### src/rtl/cpu_irq_if.sv
module cpu_irq_if #(
  parameter int ID_W      = 10,
  parameter int PRIO_W    = 8,
  parameter int SRC_W     = 3,
  parameter int SLOTS     = 4,
  parameter int SGI_IDS   = 16,
  parameter int RSV_FIRST = 1020
) (
  input  logic              clk,
  input  logic              rst_n,
  input  logic              cand_valid,
  input  logic [ID_W-1:0]   cand_id,
  input  logic [PRIO_W-1:0] cand_prio,
  input  logic [SRC_W-1:0]  cand_src,
  input  logic              reg_wr,
  input  logic [2:0]        reg_waddr,
  input  logic [31:0]       reg_wdata,
  input  logic              reg_rd,
  input  logic [2:0]        reg_raddr,
  output logic [31:0]       reg_rdata,
  output logic              irq,
  output logic              ack_valid,
  output logic [ID_W-1:0]   ack_id,
  output logic              eoi_valid,
  output logic [ID_W-1:0]   eoi_id
);
  localparam int SLOT_W = (SLOTS > 1) ? $clog2(SLOTS) : 1;
  localparam int PAD_W  = 32 - SRC_W - ID_W;
  localparam logic [2:0] A_CTRL = 3'd0, A_PMASK = 3'd1, A_ACK = 3'd2,
                         A_EOI = 3'd3, A_RUNPRI = 3'd4;
  localparam logic [ID_W-1:0]   SPURIOUS = '1;
  localparam logic [PRIO_W-1:0] IDLE_PRI = '1;

  logic              ctrl_en;
  logic [PRIO_W-1:0] pmask;
  logic [SLOTS-1:0]  slot_v;
  logic [ID_W-1:0]   slot_id  [SLOTS];
  logic [PRIO_W-1:0] slot_pri [SLOTS];

  logic [PRIO_W-1:0] running;
  logic              free_ok, eoi_hit;
  logic [SLOT_W-1:0] free_idx, eoi_idx;
  logic              wr_eoi, rd_ack, elig, take;
  logic [SRC_W-1:0]  src_field;
  logic [31:0]       ack_word;
  logic              unused_wdata_hi;

  assign unused_wdata_hi = ^reg_wdata[31:ID_W];

  always_comb begin
    running  = IDLE_PRI;
    free_ok  = 1'b0;
    free_idx = '0;
    eoi_hit  = 1'b0;
    eoi_idx  = '0;
    for (int i = SLOTS - 1; i >= 0; i--) begin
      if (slot_v[i] && slot_pri[i] < running) running = slot_pri[i];
      if (!slot_v[i]) begin
        free_ok  = 1'b1;
        free_idx = SLOT_W'(i);
      end
      if (slot_v[i] && slot_id[i] == reg_wdata[ID_W-1:0]) begin
        eoi_hit = 1'b1;
        eoi_idx = SLOT_W'(i);
      end
    end
  end

  assign wr_eoi = reg_wr && reg_waddr == A_EOI;
  assign rd_ack = reg_rd && reg_raddr == A_ACK;
  assign elig   = ctrl_en && cand_valid && cand_id < ID_W'(RSV_FIRST) &&
                  cand_prio < pmask && cand_prio < running && free_ok;
  assign take   = rd_ack && elig;

  assign src_field = (cand_id < ID_W'(SGI_IDS)) ? cand_src : SRC_W'(0);
  assign ack_word  = take ? {{PAD_W{1'b0}}, src_field, cand_id}
                          : {{(32-ID_W){1'b0}}, SPURIOUS};

  always_ff @(posedge clk) begin
    if (!rst_n) begin
      ctrl_en <= 1'b0;
      pmask   <= '0;
    end else if (reg_wr) begin
      if (reg_waddr == A_CTRL)  ctrl_en <= reg_wdata[0];
      if (reg_waddr == A_PMASK) pmask   <= reg_wdata[PRIO_W-1:0];
    end
  end

  always_ff @(posedge clk) begin
    if (!rst_n) begin
      slot_v <= '0;
      for (int i = 0; i < SLOTS; i++) begin
        slot_id[i]  <= '0;
        slot_pri[i] <= '0;
      end
    end else begin
      for (int i = 0; i < SLOTS; i++) begin
        if (wr_eoi && eoi_hit && eoi_idx == SLOT_W'(i)) slot_v[i] <= 1'b0;
        if (take && free_idx == SLOT_W'(i)) begin
          slot_v[i]   <= 1'b1;
          slot_id[i]  <= cand_id;
          slot_pri[i] <= cand_prio;
        end
      end
    end
  end

  always_ff @(posedge clk) begin
    if (!rst_n) begin
      irq       <= 1'b0;
      ack_valid <= 1'b0;
      ack_id    <= '0;
      eoi_valid <= 1'b0;
      eoi_id    <= '0;
      reg_rdata <= '0;
    end else begin
      irq       <= elig;
      ack_valid <= take;
      ack_id    <= cand_id;
      eoi_valid <= wr_eoi && eoi_hit;
      eoi_id    <= reg_wdata[ID_W-1:0];
      if (reg_rd) begin
        case (reg_raddr)
          A_CTRL:   reg_rdata <= {31'b0, ctrl_en};
          A_PMASK:  reg_rdata <= {{(32-PRIO_W){1'b0}}, pmask};
          A_ACK:    reg_rdata <= ack_word;
          A_RUNPRI: reg_rdata <= {{(32-PRIO_W){1'b0}}, running};
          default:  reg_rdata <= '0;
        endcase
      end
    end
  end


  irq_gate_chk: assert property (@(posedge clk) disable iff (!rst_n)
    !ctrl_en |=> !irq);


  pmask_chk: assert property (@(posedge clk) disable iff (!rst_n)
    irq |-> $past(cand_prio) < $past(pmask));


  ack_run_chk: assert property (@(posedge clk) disable iff (!rst_n)
    take |=> running == $past(cand_prio) && ack_valid);


  spur_chk: assert property (@(posedge clk) disable iff (!rst_n)
    rd_ack && !elig |=> reg_rdata == {{(32-ID_W){1'b0}}, SPURIOUS} && $stable(slot_v));


  rsv_chk: assert property (@(posedge clk) disable iff (!rst_n)
    ack_valid |-> ack_id < ID_W'(RSV_FIRST));


  eoi_ign_chk: assert property (@(posedge clk) disable iff (!rst_n)
    wr_eoi && !eoi_hit && !take |=> $stable(slot_v) && !eoi_valid);
endmodule

### config.mk
export PLATFORM = sky130hd
export DESIGN_NAME = cpu_irq_if
export DESIGN_NICKNAME = d
export VERILOG_FILES = /design/src/rtl/cpu_irq_if.sv
export SDC_FILE = /design/constraint.sdc
export NUM_CORES = 1
export LEC_CHECK = 0
export CAP_MARGIN = 0
export CORE_MARGIN = 1.5
export CORE_UTILIZATION = 50
export CTS_CLUSTER_SIZE = 24
export DETAILED_ROUTE_END_ITERATION = 10
export PLACE_DENSITY_LB_ADDON = 0.2
export SLEW_MARGIN = 20
export SYNTH_ARGS = -nofsm -noshare
export SYNTH_HDL_FRONTEND = slang
export SYNTH_SLANG_ARGS = --single-unit
### constraint.sdc
create_clock -name clk -period 17.17 [get_ports clk]
set_clock_uncertainty 0.2 [all_clocks]
set_input_delay 3.434 -clock clk [delete_from_list [all_inputs] [get_ports clk]]
set_output_delay 3.434 -clock clk [all_outputs]
set_load 0.02 [all_outputs]
==> summary.txt <==
STA
  • Actual slew at the worst max-slew pin: 0.9559 ns
  • RSZ-0062 raised after global routing: no
  • Top achievable clock speed: 0.09961 GHz
  • Fin Setup TNS: 0 ns
  • Final setup violation count: 0
  • Final Hold Fails: 0
  • Minimum hold slack: 0.2854 ns
  • Period utilisation layout: 0.5847
  • Tmin final: 10.04 ns
  • Final worst setup slack: 7.131 ns
  • Rel. slew slack: 0.3584
  • Slew Viols, Final: 0

Placement
  • Final GP Congestion: 0.9063
  • Cell Area, Placed: 7268 um2
  • DP Worst Slack: 7.265 ns
  • Final HPWL DP: 12,040 um
  • IO Port Bufs: 77

Clock network
  • CTS clk-pin slew, worst paths: 0.06 ns
  • H-tree Lvls: 4
  • Worst-Skew Late Latency: 0.42 ns
  • Hold buffers post-CTS: 0
  • CTS tree: built
  • Clk root buf: clkbuf_16
  • Clock Sinks: 121
  • CTS resizes: 0
  • Max Root-Sink Buffers: 2
  • Post-CTS Setup Inserts: 0
  • Total CTS buffers: 17

Status
  • Outcome: finished clean

Hold path
  • Hold path endpoint: reg_rdata[12]
  • Worst hold stages: 2
  • Hold_sp: reg_rdata[12]
  • Worst hold-check path type: flop to flop

Power and ir drop
  • Int Pwr: 579.9 uW
  • Switch share: 0.2304
  • Comb power frac: 0.086
  • Reg power frac: 0.429
  • Pleak: 3.135 nW
  • Clock share of power: 0.485
  • Switching power: 173.6 uW
  • PD cells: 95.58 nW/um2
  • Power Total: 753.5 uW
  • Worst VDD drop: 0.05512 mV

GRT
  • First-pass GRT wire length: 26,130 um
  • Largest net degree at the start of global routing: 52
  • GRT Residual Overflow: 0
  • Total Routing Usage GR: 0.2635
  • Number of global-route vias before repair: 4,906
  • Initial antenna violation count: 0

Yosys
  • Post-synth top flop: edfxtp_1
  • Yosys reg bits: 121
  • Ys Warns: 0
  • Biggest area consumer among synthesized cells: edfxtp_1
  • Mapped Cells: 636
  • Yosys cell types: 60
  • Cell Area, Synth: 6455 um2
  • Most frequent cell after synthesis: edfxtp_1
  • Async SR Flop Fraction: 0
  • Commonest cells in the netlist: edfxtp_1 (72), nor2_1 (53), dfxtp_1 (49)
  • EDFF count, synth: 72
  • Post-Syn Area per Cell: 10.15 um2
  • Largest cells by area after synthesis: edfxtp_1 (33%), dfxtp_1 (15%), ha_1 (6.0%)
  • Yosys top cell area share: 0.3349
  • Register area share after synthesis: 0.4869

Finish
  • Fin nets: 799
  • Share of cells above drive strength 1: 0.06695
  • Layout area overhead: 22.14%
  • Fill cells: 1,050
  • Design area: 7884 um2
  • Diode count: 0

Setup path
  • WP data arrival: 9.88 ns
  • CP Class: flop to flop
  • CP max-delay cell: or4b_2
  • Worst flop-to-flop path endpoint: slot_pri[0][3]
  • Reg2reg setup slack: 7.13 ns
  • Setup crit end kind: flop
  • Crit path launch type: flop
  • Required @ worst endpoint: 17.01 ns
  • CP peak stage delay: 0.86 ns
  • Peak fanout along the critical path: 18
  • Worst r2r path cells: 30
  • Worst r2r src: slot_v[3]

Route
  • Average wire per standard cell: 19.07 um
  • DRT Wirelength: 16,950 um
  • DR vias/cell: 5.728
  • Router iterations before antenna repair: 6
  • Initial DRC count: 412
  • Drc violations: 0
  • Antenna Nets Post-Route: 0
  • Total number of vias: 5,092

Die
  • Initial Util: 0.5115
  • Core Region: 12,620 um2
  • # rows: 41
  • IO Pins: 119
  • Die Wd: 116.6 um
  • Die Height: 116.6 um
  • Die area: 13,600 um2

Job
  • Total of max-cap violations: 0
-- worst max-delay path, delay by kind of cell, from the launching register on --
| kind | cells | cell delay [ns] |
|---|---|---|
| fa+ha+maj | 4 | 1.23 |
| flops | 1 | 0.71 |
| compound gates | 12 | 2.92 |
| buf+inv | 2 | 0.19 |
| mux | 1 | 0.46 |
| simple gates | 11 | 3.93 |
-- how the worst max path moves through the flow --
stage                         start             end  cells past startpoint
after global placement    slot_v[3]  slot_pri[0][6]                     30
after CTS                 slot_v[3]  slot_pri[0][3]                     30
after floorplan           slot_v[3]   slot_id[3][0]                     34
final                     slot_v[3]  slot_pri[0][3]                     30
after global routing      slot_v[3]  slot_pri[0][1]                     30
after detailed placement  slot_v[3]  slot_pri[0][0]                     30
-- logic make-up (layout without fill, tap and decap cells) --
kind of cell	Yosys count	in the layout	synth area share
compound gates	99	99	0.1023
xor+xnor	41	41	0.05563
fa+ha+maj	32	32	0.06164
buf+inv	89	152	0.06629
flops	121	121	0.4869
mux	14	14	0.02249
other cells	1	19	0.0005810
simple gates	239	239	0.2041
-- layout make-up --
cell class	instances	area, um2	area share
inverters	39	146.4	0.01857
clock buffers	23	500.5	0.06348
repair buffers	81	800.8	0.1016
well taps	172	215.2	0.02730
multi-input cells	444	2969	0.3766
flip-flops and latches	121	3143	0.3987
clock inverters	9	108.9	0.01381
-- routing by layer --
layer  wire length [um]  vias up  share of wire  track usage
li1                   -     2350              -            -
met1               7325     2473           0.43       0.3480
met2               7976      220           0.47       0.4286
met3               1152       49          0.068      0.04982
met4                496        0          0.029       0.1100
met5                  0        -              0            0
-- metrics by stage --
| step | instances | utilization |
|---|---|---|
| floorplan | 654 | - |
| global placement | 857 | 0.5759 |
| detailed placement | 857 | 0.5759 |
| CTS | 889 | 0.6242 |
| global route | 889 | 0.6247 |
| finish | 889 | 0.6247 |
-- registers in the layout (all words and copies together), names as in the netlist --
name,count
slot_id,40
slot_pri,32
reg_rdata,13
ack_id,10
eoi_id,10
pmask,8
slot_v,4
ack_valid,1
ctrl_en,1
eoi_valid,1
irq,1
-- power by group through the flow --
| stage | Combinational [mW] | Sequential [mW] | Clock, mW |
|---|---|---|---|
| 2_1_floorplan | 0.0333 | 0.332 | 0 |
| 3_3_place_gp | 0.0629 | 0.329 | 0 |
| 3_5_place_dp | 0.0642 | 0.329 | 0 |
| 4_1_cts | 0.0646 | 0.323 | 0.366 |
| 5_1_grt | 0.0701 | 0.324 | 0.380 |
| 6_report | 0.0651 | 0.323 | 0.365 |
-- cells in the final DEF (no fill, tap or decap), types with 3 or more instances in the layout --
cell,n
a21oi_1,28
or3_1,3
o21a_1,7
buf_4,4
conb_1,19
nor3_1,13
a21o_1,5
a222oi_1,5
nand2b_1,5
nand4_1,16
o22ai_1,4
nor4_4,3
ha_1,31
o31ai_1,5
inv_1,38
and3_1,16
clkbuf_1,3
nand2_1,35
clkdlybuf4s50_1,77
clkbuf_16,19
nand3_1,19
nor2_1,53
mux2_2,4
mux2i_1,10
xnor2_1,41
dfxtp_1,49
edfxtp_1,72
clkinv_2,3
o21ai_0,20
nor2b_1,11
o211ai_1,4
and2_1,48
Note: power is estimated with default switching activity, not from simulation.
